## src/rtl/ddrinit_pkg.sv

```systemverilog
// Package: shared command codes and step encoding for the power-up sequencer.
// Assumes command codes are {cs_n, ras_n, cas_n, we_n}.
package ddrinit_pkg;

    typedef enum logic [3:0] {
        CMD_MRS = 4'b0000,
        CMD_REF = 4'b0001,
        CMD_PRE = 4'b0010,
        CMD_NOP = 4'b0111
    } ddr_cmd_e;

    typedef enum logic [2:0] {
        ST_PWR,
        ST_EMRS,
        ST_MRS_DLL,
        ST_PALL,
        ST_REF,
        ST_MRS_OP,
        ST_DONE
    } init_step_e;

    function automatic int unsigned ceil_div(input int unsigned num, input int unsigned den);
        return (num + den - 1) / den;
    endfunction

    function automatic int unsigned max2(input int unsigned a, input int unsigned b);
        return (a > b) ? a : b;
    endfunction

endpackage

```

## src/rtl/ddrinit_gap_timer.sv

```systemverilog
// Module: down-counter that times the minimum gap after each step.
// Loading N makes expired_o high N edges later; reset preloads RESET_VAL.
// Assumes load_i is only asserted while expired_o is high.
module ddrinit_gap_timer #(
    parameter int unsigned CNT_W     = 8,
    parameter int unsigned RESET_VAL = 0
) (
    input  logic             clk,
    input  logic             rst_n,
    input  logic             load_i,
    input  logic [CNT_W-1:0] load_val_i,
    output logic             expired_o
);
    logic [CNT_W-1:0] cnt_q;

    // Count down to zero, reload on request.
    always_ff @(posedge clk) begin
        if (!rst_n) begin
            cnt_q <= CNT_W'(RESET_VAL);
        end else if (load_i) begin
            cnt_q <= load_val_i;
        end else if (cnt_q != '0) begin
            cnt_q <= cnt_q - 1'b1;
        end
    end

    // Gap is over when the count reaches zero.
    assign expired_o = (cnt_q == '0);

endmodule

```

## src/rtl/ddrinit_mode_word.sv

```systemverilog
// Module: builds the mode register word from the operating parameters.
// Assumes ADDR_W >= 9, BURST_LEN in {2,4,8} and CAS_LAT in {3,4}.
module ddrinit_mode_word #(
    parameter int unsigned ADDR_W     = 12,
    parameter int unsigned BURST_LEN  = 4,
    parameter bit          INTERLEAVE = 1'b0,
    parameter int unsigned CAS_LAT    = 3
) (
    input  logic              dll_reset_i,
    output logic [ADDR_W-1:0] word_o
);
    localparam logic [2:0] BL_CODE = (BURST_LEN == 2) ? 3'b001 :
                                     (BURST_LEN == 4) ? 3'b010 : 3'b011;
    localparam logic [2:0] CL_CODE = (CAS_LAT == 3) ? 3'b011 : 3'b100;

    // Assemble burst, order, latency and loop-reset fields; test bits stay 0.
    always_comb begin
        word_o      = '0;
        word_o[2:0] = BL_CODE;
        word_o[3]   = INTERLEAVE;
        word_o[6:4] = CL_CODE;
        word_o[8]   = dll_reset_i;
    end

endmodule

```

## src/rtl/ddr_init_seq.sv

```systemverilog
// Module: DDR power-up initialization sequencer (top).
// Holds CKE low for the settling time, raises it, then issues extended mode
// write, loop-reset mode write, precharge-all, NUM_REF refreshes and the
// operating mode write, each followed by its own minimum gap, then raises
// a sticky done flag. All outputs are registered.
// Assumes all gap parameters are at least 1 and TMRD_CYC is at least 2.
module ddr_init_seq
    import ddrinit_pkg::*;
#(
    parameter int unsigned CLK_PERIOD_PS = 20000,
    parameter int unsigned POWERUP_NS    = 200000,
    parameter int unsigned DLL_LOCK_CYC  = 200,
    parameter int unsigned TMRD_CYC      = 2,
    parameter int unsigned TRP_CYC       = 4,
    parameter int unsigned TRFC_CYC      = 15,
    parameter int unsigned NUM_REF       = 2,
    parameter int unsigned BURST_LEN     = 4,
    parameter bit          INTERLEAVE    = 1'b0,
    parameter int unsigned CAS_LAT       = 3,
    parameter int unsigned ADDR_W        = 12,
    parameter int unsigned BANK_W        = 2
) (
    input  logic              clk,
    input  logic              rst_n,
    output logic              cke_o,
    output logic [3:0]        cmd_n_o,
    output logic [BANK_W-1:0] bank_o,
    output logic [ADDR_W-1:0] addr_o,
    output logic              init_done_o
);
    localparam int unsigned PWR_CYC  = ceil_div(POWERUP_NS * 1000, CLK_PERIOD_PS);
    localparam int unsigned DLL_GAP  = max2(TMRD_CYC, DLL_LOCK_CYC);
    localparam int unsigned MAX_GAP  = max2(max2(PWR_CYC, DLL_GAP), max2(TRP_CYC, TRFC_CYC));
    localparam int unsigned CNT_W    = $clog2(MAX_GAP + 1);
    localparam int unsigned REF_W    = $clog2(NUM_REF + 1);
    localparam int unsigned CKE_GAP  = 1;

    init_step_e        step_q;
    logic [REF_W-1:0]  ref_cnt_q;
    logic              expired;
    logic              load;
    logic [CNT_W-1:0]  load_val;
    logic              dll_reset_sel;
    logic [ADDR_W-1:0] mode_word;
    ddr_cmd_e          cmd_q;
    logic              cke_q;
    logic              done_q;
    logic [BANK_W-1:0] bank_q;
    logic [ADDR_W-1:0] addr_q;

    ddrinit_gap_timer #(
        .CNT_W     (CNT_W),
        .RESET_VAL (PWR_CYC - 1)
    ) u_timer (
        .clk        (clk),
        .rst_n      (rst_n),
        .load_i     (load),
        .load_val_i (load_val),
        .expired_o  (expired)
    );

    ddrinit_mode_word #(
        .ADDR_W     (ADDR_W),
        .BURST_LEN  (BURST_LEN),
        .INTERLEAVE (INTERLEAVE),
        .CAS_LAT    (CAS_LAT)
    ) u_mode (
        .dll_reset_i (dll_reset_sel),
        .word_o      (mode_word)
    );

    // Select the gap that follows the action taken in the current step.
    always_comb begin
        load          = expired && (step_q != ST_DONE);
        dll_reset_sel = (step_q == ST_MRS_DLL);
        unique case (step_q)
            ST_PWR:     load_val = CNT_W'(CKE_GAP - 1);
            ST_EMRS:    load_val = CNT_W'(TMRD_CYC - 1);
            ST_MRS_DLL: load_val = CNT_W'(DLL_GAP - 1);
            ST_PALL:    load_val = CNT_W'(TRP_CYC - 1);
            ST_REF:     load_val = CNT_W'(TRFC_CYC - 1);
            ST_MRS_OP:  load_val = CNT_W'(TMRD_CYC - 1);
            default:    load_val = '0;
        endcase
    end

    // Step sequencing and registered command outputs.
    always_ff @(posedge clk) begin
        if (!rst_n) begin
            step_q    <= ST_PWR;
            ref_cnt_q <= '0;
            cmd_q     <= CMD_NOP;
            cke_q     <= 1'b0;
            done_q    <= 1'b0;
            bank_q    <= '0;
            addr_q    <= '0;
        end else begin
            cmd_q  <= CMD_NOP;
            bank_q <= '0;
            addr_q <= '0;
            if (expired) begin
                unique case (step_q)
                    ST_PWR: begin
                        cke_q  <= 1'b1;
                        step_q <= ST_EMRS;
                    end
                    ST_EMRS: begin
                        cmd_q  <= CMD_MRS;
                        bank_q <= BANK_W'(1);
                        step_q <= ST_MRS_DLL;
                    end
                    ST_MRS_DLL: begin
                        cmd_q  <= CMD_MRS;
                        addr_q <= mode_word;
                        step_q <= ST_PALL;
                    end
                    ST_PALL: begin
                        cmd_q      <= CMD_PRE;
                        addr_q[10] <= 1'b1;
                        ref_cnt_q  <= '0;
                        step_q     <= ST_REF;
                    end
                    ST_REF: begin
                        cmd_q <= CMD_REF;
                        if (ref_cnt_q == REF_W'(NUM_REF - 1)) begin
                            step_q <= ST_MRS_OP;
                        end else begin
                            ref_cnt_q <= ref_cnt_q + 1'b1;
                        end
                    end
                    ST_MRS_OP: begin
                        cmd_q  <= CMD_MRS;
                        addr_q <= mode_word;
                        step_q <= ST_DONE;
                    end
                    default: begin
                        done_q <= 1'b1;
                    end
                endcase
            end
        end
    end

    assign cke_o       = cke_q;
    assign cmd_n_o     = cmd_q;
    assign bank_o      = bank_q;
    assign addr_o      = addr_q;
    assign init_done_o = done_q;

    // no command may leave while the clock enable is still low.
    a_r1_nop_while_cke_low: assert property (@(posedge clk) disable iff (!rst_n)
        !cke_o |-> cmd_n_o == CMD_NOP);

    // clock enable never drops once raised.
    a_r2_cke_sticky: assert property (@(posedge clk) disable iff (!rst_n)
        cke_o |=> cke_o);

    // a mode write is always followed by at least one idle cycle.
    a_r9_mrs_then_nop: assert property (@(posedge clk) disable iff (!rst_n)
        cmd_n_o == CMD_MRS |=> cmd_n_o == CMD_NOP);

    // an operating-bank mode write never sets the test bit and carries a legal latency.
    a_r8_mode_fields: assert property (@(posedge clk) disable iff (!rst_n)
        (cmd_n_o == CMD_MRS && bank_o == '0) |->
        (addr_o[7] == 1'b0 && (addr_o[6:4] == 3'b011 || addr_o[6:4] == 3'b100)));

    // done is sticky and the bus is idle once done.
    a_r10_done_sticky: assert property (@(posedge clk) disable iff (!rst_n)
        init_done_o |=> init_done_o);
    a_r10_done_idle: assert property (@(posedge clk) disable iff (!rst_n)
        init_done_o |-> (cmd_n_o == CMD_NOP && cke_o));

    // precharge-all always has A10 set.
    a_r5_pall_a10: assert property (@(posedge clk) disable iff (!rst_n)
        cmd_n_o == CMD_PRE |-> addr_o[10]);

endmodule

```

## config.mk

```make
export PLATFORM = sky130hd
export DESIGN_NAME = ddr_init_seq
export DESIGN_NICKNAME = d
export VERILOG_FILES = /design/src/rtl/ddrinit_pkg.sv /design/src/rtl/ddrinit_gap_timer.sv /design/src/rtl/ddrinit_mode_word.sv /design/src/rtl/ddr_init_seq.sv
export SDC_FILE = /design/constraint.sdc
export NUM_CORES = 1
export LEC_CHECK = 0
export BUFFER_PORTS_ARGS = -buffer_cell sky130_fd_sc_hd__buf_2
export CAP_MARGIN = 0
export CORE_MARGIN = 5
export CORE_UTILIZATION = 45
export DETAILED_ROUTE_END_ITERATION = 8
export PLACE_DENSITY = 0.66
export REMOVE_ABC_BUFFERS = 1
export SKIP_CTS_REPAIR_TIMING = 1
export SYNTH_ARGS = -nofsm -noshare
export SYNTH_HDL_FRONTEND = slang
export SYNTH_SLANG_ARGS = --single-unit
export TNS_END_PERCENT = 20
```

## constraint.sdc

```tcl
create_clock -name clk -period 4.4 [get_ports clk]
set_input_delay 0.66 -clock clk [delete_from_list [all_inputs] [get_ports clk]]
set_output_delay 0.66 -clock clk [all_outputs]
set_load 0.05 [all_outputs]
```

; Yosys cells after proc, flatten, opt, wreduce, memory -nomap -nowiden
; Cells that the tools add are included.
[classes]
n_addsub = 2
eq_ne = 9
n_mux = 11
bitwise = 1
n_reduce_logical = 15
[ops]
columns = cell, count
row1 = $pmux W8 S4, 1
row2 = $mux W14, 2
row3 = $pmux W3 S6, 1
row4 = $pmux W9 S2, 1
row5 = $logic_not A14 Y1, 1
row6 = $reduce_bool A14 Y1, 1
row7 = $sub A14 B1 Y14 const B, 1
row8 = $pmux W3 S3, 1
row9 = $eq A3 B2 Y1 const B, 2
row10 = $eq A3 B3 Y1 const B, 2
row11 = $reduce_and A2 Y1, 3
row12 = $reduce_and A3 Y1, 2
row13 = $reduce_bool A6 Y1, 1
row14 = $reduce_or A6 Y1, 1
row15 = $ne A2 B2 Y1 const B, 2
row16 = $pmux W2 S2, 1
row17 = $reduce_bool A2 Y1, 2
row18 = $eq A3 B1 Y1 const B, 1
row19 = $logic_not A3 Y1, 1
row20 = $mux W3, 1
row21 = $ne A3 B3 Y1 const B, 1
row22 = $reduce_or A3 Y1, 1
row23 = $add A2 B1 Y2 const B, 1
row24 = $eq A2 B1 Y1 const B, 1
row25 = 5 further kinds, 6
[totals]
register_bits = 39
in_bits = 2
out_inout_bits = 20
elab_cells = 47

; Longest topological paths before layout
; Gate-level depths: netlist of run 1.
[depth]
depth_word = 4
depth_mapped = 7
depth_no_buf = 6

; Modules after synthesis
; From an unflattened synthesis of run 1, not the netlist that was laid out.
[unflattened]
hier_cells = 218
hier_area_um2 = 1964.4
[modules_own_cells]
columns = module, instances, cells_per_inst, area_per_inst_um2, seq_area_each_um2
row1 = ddr_init_seq, 1, 109, 1029.7, 460.4
row2 = ddrinit_gap_timer, 1, 95, 837.1, 280.3
row3 = ddrinit_mode_word, 1, 14, 97.6, 0.0

; Worst setup path after synthesis of run 1
; OpenSTA, ideal clock, no wires.
[synth_timing]
path_kind = register to register
startpoint = reg u_timer.cnt_q[0]
endpoint = reg u_timer.cnt_q[12]
setup_time_ns = 0.128
arrival_time_ns = 1.556
required_time_ns = 4.272
slack_ns = 2.716
stages_incl_launch_ff = 7
n_path_buf = 0
period_less_slack_ns = 1.684
path_cell_list = dfxtp_1 > inv_1 > ha_1 > or3b_4 > or3_4 > o41ai_2 > a21boi_1
[synth_via]
elab_chain_cells = 3
word_cells_on_any_way = 7
cone_classes = add/sub (1) / mux (2) / reduce/logical (4)
[synth_rtl]
columns = element, line
row1 = "start, declared", ddrinit_gap_timer.sv:14  ; logic [CNT_W-1:0] cnt_q;
row2 = "start signal, assigned", ddrinit_gap_timer.sv:19  ; cnt_q <= CNT_W'(RESET_VAL);
row3 = "start signal, assigned", ddrinit_gap_timer.sv:21  ; cnt_q <= load_val_i;
row4 = "start signal, assigned", ddrinit_gap_timer.sv:23  ; cnt_q <= cnt_q - 1'b1;
row5 = $sub A14 B1 Y14 or $logic_not A14 Y1 (tied branches), "ddrinit_gap_timer.sv:23, ddrinit_gap_timer.sv:28"
row6 = $mux W14 or $logic_and A1 B1 Y1 (tied branches), "ddrinit_gap_timer.sv:22, ddr_init_seq.sv:74"
row7 = $mux W14 or $reduce_bool A2 Y1 (tied branches), n/a
; Several ways; a longest one is shown, not always the timed one. The select of a mux whose other input is x is not followed.
; A chain may end at the register's enable or synchronous reset.

; Worst setup path after layout of run 1
[layout_timing]
startpoint = reg u_timer.cnt_q[0]
endpoint = reg addr_q[10], in the netlist addr_o[10]
[layout_via]
elab_chain_cells = 2
[layout_rtl]
columns = element, line
row1 = $logic_not A14 Y1, ddrinit_gap_timer.sv:28  ; assign expired_o = (cnt_q == '0);
row2 = $reduce_and A2 Y1 (no line), n/a
row3 = "end signal, assigned", ddr_init_seq.sv:114  ; addr_q <= mode_word;
row4 = "end signal, assigned", ddr_init_seq.sv:133  ; addr_q <= mode_word;
row5 = "end, declared", ddr_init_seq.sv:49  ; logic [ADDR_W-1:0] addr_q;
; Every way passes these cells.

==> results of run 1 <==
-- per-layer routing --
layer  GRT usage  vias to the layer above  wire length (um)
met2       0.248                       15              1360
met3      0.0204                        4                78
li1            -                      564                 -
met4      0.0609                        0                35
met1       0.165                      504              1200
met5           0                        -                 0
-- area by class of cell --
class / instances / area, um^2 / area share
clock buffers: 3 / 22.5 / 0.0152
flip-flops and latches: 28 / 561 / 0.378
multi-input cells: 121 / 769 / 0.519
repair buffers: 12 / 60.1 / 0.0405
inverters: 4 / 15.0 / 0.0101
well taps: 44 / 55.1 / 0.0371
-- stage by stage --
| step | instances | setup WS (ns) |
|---|---|---|
| finish | 212 | 2.52 |
| global route | 212 | 2.36 |
| CTS | 212 | 2.52 |
| detailed placement | 209 | 2.58 |
| global placement | 209 | 2.65 |
| floorplan | 153 | 2.51 |
-- flip-flops by register name (all words and copies together) (netlist names) --
| signal | cells |
|---|---|
| step_q | 3 |
| init_done_o | 1 |
| addr_o | 3 |
| ref_cnt_q | 2 |
| cmd_n_o | 3 |
| bank_o | 1 |
| cke_o | 1 |
| u_timer.cnt_q | 14 |
-- worst min path at each step --
stage,startpoint,end,cells after the start
after floorplan,ref_cnt_q[1],ref_cnt_q[1],2
final,ref_cnt_q[1],ref_cnt_q[1],2
after global placement,cke_o,cke_o,1
after global routing,init_done_o,init_done_o,1
after detailed placement,cke_o,cke_o,1
after CTS,ref_cnt_q[1],ref_cnt_q[1],2
-- logic make-up (layout without fill, tap and decap cells) --
| kind of cell | Yosys count | after routing | synth area share |
|---|---|---|---|
| and+or+nand+nor | 75 | 75 | 0.322 |
| DFF | 28 | 28 | 0.391 |
| AOI/OAI and AO/OA | 25 | 25 | 0.109 |
| buffers and inverters | 22 | 19 | 0.0926 |
| xor gates and xnor gates | 6 | 6 | 0.0367 |
| muxes | 4 | 4 | 0.0279 |
| adders and majority gates | 2 | 2 | 0.0175 |
| other | 1 | 9 | 0.00262 |
-- power breakdown --
| part | internal, mW | total (mW) | switching, mW |
|---|---|---|---|
| sequential | 0.256 | 0.259 | 0.00257 |
| clock | 0.0321 | 0.104 | 0.0721 |
| combinational | 0.00504 | 0.0294 | 0.0244 |
| total | 0.293 | 0.392 | 0.0990 |
-- worst min-delay path: stages (launching register included) --
cell	delay (ns)
sky130_fd_sc_hd__dfxtp_1	0.33
sky130_fd_sc_hd__nand2_1	0.05
sky130_fd_sc_hd__mux2i_1	0.06
-- cells in the final DEF, fill, tap and decap left out, types with 4 or more instances in the layout --
master | synthesis | layout
sky130_fd_sc_hd__mux2i_1 | 4 | 4
sky130_fd_sc_hd__nand3_1 | 5 | 5
sky130_fd_sc_hd__conb_1 | 1 | 9
sky130_fd_sc_hd__nand2_1 | 14 | 14
sky130_fd_sc_hd__or3_1 | 6 | 6
sky130_fd_sc_hd__dfxtp_1 | 28 | 28
sky130_fd_sc_hd__buf_2 | 1 | 12
sky130_fd_sc_hd__nand4_1 | 5 | 5
sky130_fd_sc_hd__nor2_1 | 14 | 14
sky130_fd_sc_hd__a21oi_1 | 6 | 6
sky130_fd_sc_hd__nor4_1 | 4 | 4
sky130_fd_sc_hd__inv_1 | 4 | 4
sky130_fd_sc_hd__o21ai_0 | 7 | 7
sky130_fd_sc_hd__xnor2_1 | 4 | 4
==> impl_results.md, run 1 <==
- Count of pins on the block boundary: 22
- Source of the worst register-to-register timing path: u_timer.cnt_q[0]
- Async SR Flop Fraction: 0
- Min cycle time layout: about 1.9 ns
- GRT Total Usage: 0.140
- Deepest level of the CTS H-tree: 1
- Nets: 174
- Number of detailed-route iterations in the first pass: 4
- Number of global-route vias before repair: about 1100
- Floorplan core area: 3050 um^2
- RSZ-0062 raised after global routing: false
- ANT cells: 0
- Root Driver: sky130_fd_sc_hd__clkbuf_4
- Overall Power: approximately 0.39 mW
- Critical path, cell by cell: inv_1, ha_1, nor3b_1, and4_4, and2_1, and4b_1
- Maximum fanout along the worst path: 13
- Number of enable flip-flop cells after synthesis: 0
- Share of the synthesized area in the top cell type: 0.391
- Longest Clk Path Bufs: 2
- Initial Util: 0.469
- Worst setup SP type: flop
- Pin count of the biggest net entering global routing: 27
- Leakage dissipation: ~0.56 nW
- Top cell family by delay on the critical path: simple AND/OR/NAND/NOR gates
- Remaining global-route overflow: 0
- Cell variety after synth: 45
- Dpl cell area: approximately 1500 um^2
- Relative area change from synthesis to final layout: 3.49%
- Violation count after the first detailed-route iteration: 34
- CP endpoint: addr_o[10]
- Critical path data required time: 4.67 ns
- Dominant synthesized flop cell: sky130_fd_sc_hd__dfxtp_1
- Vias per inst: 5.13
- Slew Limit Fails: 0
- Final number of hold-violating endpoints: 0
- Finished layout cell area: ~1500 um^2
- Area enclosed by the die boundary: roughly 4400 um^2
- Setup crit start: u_timer.cnt_q[0]
- Ratio of total power to cell area: ~260 nW/um^2
- Top cells by area, synth: sky130_fd_sc_hd__dfxtp_1, sky130_fd_sc_hd__buf_4, sky130_fd_sc_hd__nand2_1
- Endpoint class of the critical path: flop
- Largest stage delay on the critical path: roughly 0.42 ns
- Leading post-synthesis cells by instance count: sky130_fd_sc_hd__dfxtp_1, sky130_fd_sc_hd__nand2_1, sky130_fd_sc_hd__nor2_1, sky130_fd_sc_hd__buf_4, sky130_fd_sc_hd__o21ai_0
- Filler cell count in the final layout: between 300 and 400
- DRC: 0
- Worst voltage drop across the vdd grid: between 0.1 and 0.15 mV
- Number of port buffers: 12
- Initial antenna violation count: 0
- Clk sinks: 28
- Aggregate negative setup slack: 0 ns
- Top achievable clock speed: 532 MHz
- Clock network latency to the later pin of the worst-skew pair: ~0.32 ns
- Detailed Route WL: 2.67 mm
- Number of synthesized register bits: 28
- Number of CTS-inserted buffers: 3
- Terminus of the critical flop-to-flop path: addr_o[10]
- Routed WL per cell: 12.6 um
- Global placer's final weighted congestion: 0.768
- Global-route wire length before repair: slightly below 5 mm
- Setup clock skew after layout: roughly 0.0074 ns
- Final Hold Slack: 0.475 ns
- Clock tree from TritonCTS: built
- Period Utilization, post-route: 0.427
- Number of cell rows: 20
- Final antenna-violating net count: 0
- Count of buffering cells on the critical path with inverters included: 1
- Reg-to-reg slack, setup: about 2.5 ns
- Width of the die: ~66 um
- Average size of a mapped cell: just under 9 um^2
- Worst EP arrival: between 2 and 2.5 ns
- Synthesis Warnings: 0
- WS Path Type: reg2reg
- Max cap viols: 0
- Clock transition at the register clock pins on the worst setup and hold paths after CTS: 0.15 ns
- Slew at the pin with the worst max-slew slack: between 0.5 and 0.6 ns
- Detail Placement HPWL: 1.88 mm
- Normalized max-slew margin: 0.641
- Die boundary height: approximately 66 um
- Logic depth of the worst register-to-register path: 6
- Sequential-to-total area share from yosys stat: 0.391
- Kind of path behind the tightest hold check: reg2reg
- Cell type of the slowest stage on the worst timing path: sky130_fd_sc_hd__and4_4
- Cell with the most instances after synthesis: sky130_fd_sc_hd__dfxtp_1
- Final setup violation count: 0
- Critical path depth: 6
- Post-synthesis instance area: around 1400 um^2
- Result of the run: finished, final reports clean
- Share of final-layout standard cells stronger than drive strength 1: 0.149
- Cell count after synthesis: 163
- Final Util: 0.486
- Routed vias: about 1100
- Leading area contributor after synthesis: sky130_fd_sc_hd__dfxtp_1
Note: power is estimated with default switching activity, not from simulation.
==> inputs of run 2 (changes only) <==
Clock period 4.4 ns to 1.8 ns, I/O delays scaled along.
==> run 2 against run 1 <==
Compared with the run above: maximum frequency rose by 6.1%; first-iteration DRC count rose by 5.9%; hold slack got worse by 0.19 ns; power rose by 140%; critical path type unchanged; largest cell class unchanged; highest routed layer unchanged.
==> impl_results.md, run 2 (same netlist as run 1, synthesis figures left out) <==
- Result of the run: finished, final reports clean
- Number of port buffers: 12 (unchanged)
- Share of final-layout standard cells stronger than drive strength 1: 0.217 (+0.0683)
- Minimum setup slack after placement: 0.0316 ns (-2.55 ns)
- Violation count after the first detailed-route iteration: 36 (+5.9%)
- Sequential cell area: 563 um^2 (+0.45%)
- Count of buffering cells on the critical path with inverters included: 1 (unchanged)
- Final number of hold-violating endpoints: 0 (unchanged)
- Area of the multi-input gates: 790 um^2 (+2.6%)
- Cell type of the slowest stage on the worst timing path: sky130_fd_sc_hd__or3b_4
- Routed length on met1: 1.22 mm (+1.8%)
- Initial antenna violation count: 0 (unchanged)
- Routed vias: 1129 (+3.9%)
- Setup clock skew after layout: 0.0120 ns (+0.00459 ns)
- End point of the most critical hold path: step_q[2]
- ANT cells: 0 (unchanged)
- Largest stage delay on the critical path: 0.40 ns (-0.02 ns)
- Worst hold path startpoint: rst_n
- Clock transition at the register clock pins on the worst setup and hold paths after CTS: 0.15 ns (about the same)
- Min cycle time layout: 1.77 ns (-0.109 ns)
- Die boundary height: 66.4 um (unchanged)
- Critical path data required time: 2.03 ns (-2.64 ns)
- Highest metal layer with signal wires: met4
- Global-route wire length before repair: 4.57 mm (-5.7%)
- Number of detailed-route iterations in the first pass: 4 (unchanged)
- Final Util: 0.514 (+0.0287)
- DRC: 0 (unchanged)
- Slew Limit Fails: 0 (unchanged)
- Final setup violation count: 0 (unchanged)
- Non-filler cells in the finished layout: 219 (+3.3%)
- Routed WL per cell: 12.6 um (+0.17%)
- Pin count of the biggest net entering global routing: 17 (-37%)
- Critical path, cell by cell: inv_1, ha_2, or3b_4, or3_4, o41ai_2, a21boi_1
- Logic depth of the worst register-to-register path: 6 (unchanged)
- Clk sinks: 28 (unchanged)
- Area enclosed by the die boundary: 4410 um^2 (unchanged)
- Number of cell rows: 20 (unchanged)
- Worst EP arrival: 2.00 ns (-0.15 ns)
- Final Hold Slack: 0.289 ns (-0.186 ns)
- Root Driver: sky130_fd_sc_hd__clkbuf_4
- Width of the die: 66.4 um (unchanged)
- Terminus of the critical flop-to-flop path: u_timer.cnt_q[12]
- Top achievable clock speed: 565 MHz (+6.1%)
- Leading cell type in the layout, fill and taps excluded: sky130_fd_sc_hd__dfxtp_1
- Global placer's final weighted congestion: 0.758 (-1.2%)
- Ratio of total power to cell area: 610 nW/um^2 (+130%)
- Nets: 181 (+4.0%)
- Number of CTS-inserted buffers: 3 (unchanged)
- RSZ-0062 raised after global routing: true
- Floorplan core area: 3050 um^2 (unchanged)
- Top cell family by delay on the critical path: simple AND/OR/NAND/NOR gates
- Post-route worst setup slack: 0.0294 ns (-2.49 ns)
- Max FFs per register: 14 (unchanged)
- Initial Util: 0.469 (unchanged)
- Filler cell count in the final layout: 310 (+1.6%)
- Number of instances in the placed design: 216 (+3.3%)
- Length of routed met3 wiring: 101 um (+29%)
- Period Utilization, post-route: 0.984 (+0.557)
- Vias per inst: 5.16 (+0.54%)
- Worst setup SP type: flop
- Maximum fanout along the worst path: 5 (-8)
- Clock network latency to the later pin of the worst-skew pair: 0.32 ns (about the same)
- Deepest level of the CTS H-tree: 1 (unchanged)
- Largest register by flop count: u_timer.cnt_q
- Source of the worst register-to-register timing path: u_timer.cnt_q[0]
- Remaining global-route overflow: 0 (unchanged)
- Detailed Route WL: 2.77 mm (+3.5%)
- Detailed route wirelength on metal2: 1.41 mm (+3.5%)
- Detail Placement HPWL: 2.02 mm (+7.7%)
- Max cap viols: 0 (unchanged)
- Worst Hold Depth: 3 (+1)
- GRT Total Usage: 0.134 (-0.00576)
- Final antenna-violating net count: 0 (unchanged)
- Endpoint class of the critical path: flop
- Longest Clk Path Bufs: 2 (unchanged)
- Kind of path behind the tightest hold check: in2reg
- Clock tree from TritonCTS: built
- WS Path Type: reg2reg
- Count of pins on the block boundary: 22 (unchanged)
- Leakage dissipation: 0.596 nW (+6.8%)
- Most frequent cells in the layout: sky130_fd_sc_hd__dfxtp_1, sky130_fd_sc_hd__nor2_1, sky130_fd_sc_hd__nand2_1
- Reg-to-reg slack, setup: 0.03 ns (-2.49 ns)
- Relative area change from synthesis to final layout: 9.61%
- Worst voltage drop across the vdd grid: 0.345 mV (+180%)
- Overall Power: 0.958 mW (+140%)
- Number of global-route vias before repair: 1069 (-6.1%)
run 2: layer usage:
layer / global-route usage / up-vias
met1: 0.151 / 527
li1: - / 575
met3: 0.0289 / 5
met4: 0.0533 / 0
met5: 0 / -
met2: 0.242 / 22
run 2: report_power, final:
group          total, mW  switching, mW  internal, mW
combinational     0.0740         0.0599        0.0141
sequential         0.633        0.00613         0.626
clock              0.251          0.173        0.0785
run 2: worst min-delay path, cell delays in order:
cell and delay (ns):
sky130_fd_sc_hd__buf_2 0.18, sky130_fd_sc_hd__nand2_1 0.09, sky130_fd_sc_hd__nand2_1 0.04
run 2: layout make-up:
type	count	share of cell area
multi-input cells	121	0.503
repair buffers	19	0.0797
flip-flops and latches	28	0.359
inverters	4	0.00956
well taps	44	0.0351
clock buffers	3	0.0143
run 2: worst max-delay path by stage:
stage | from | endpoint | slack [ns] | cells past startpoint
after detailed placement | u_timer.cnt_q[0] | u_timer.cnt_q[12] | 0.03 | 6
after floorplan | u_timer.cnt_q[0] | u_timer.cnt_q[12] | 0.12 | 6
after global placement | u_timer.cnt_q[0] | u_timer.cnt_q[12] | 0.07 | 6
final | u_timer.cnt_q[0] | u_timer.cnt_q[12] | 0.03 | 6
after CTS | u_timer.cnt_q[0] | u_timer.cnt_q[12] | 0.01 | 6
after global routing | u_timer.cnt_q[0] | u_timer.cnt_q[12] | -0.06 | 6
run 2: stage by stage:
stage | setup TNS [ns] | cell area (um^2)
after floorplan | 0 | 1350
after global placement | 0 | 1530
after detailed placement | 0 | 1530
after CTS | 0 | 1550
after global routing | -0.0983 | 1570
final | 0 | 1570
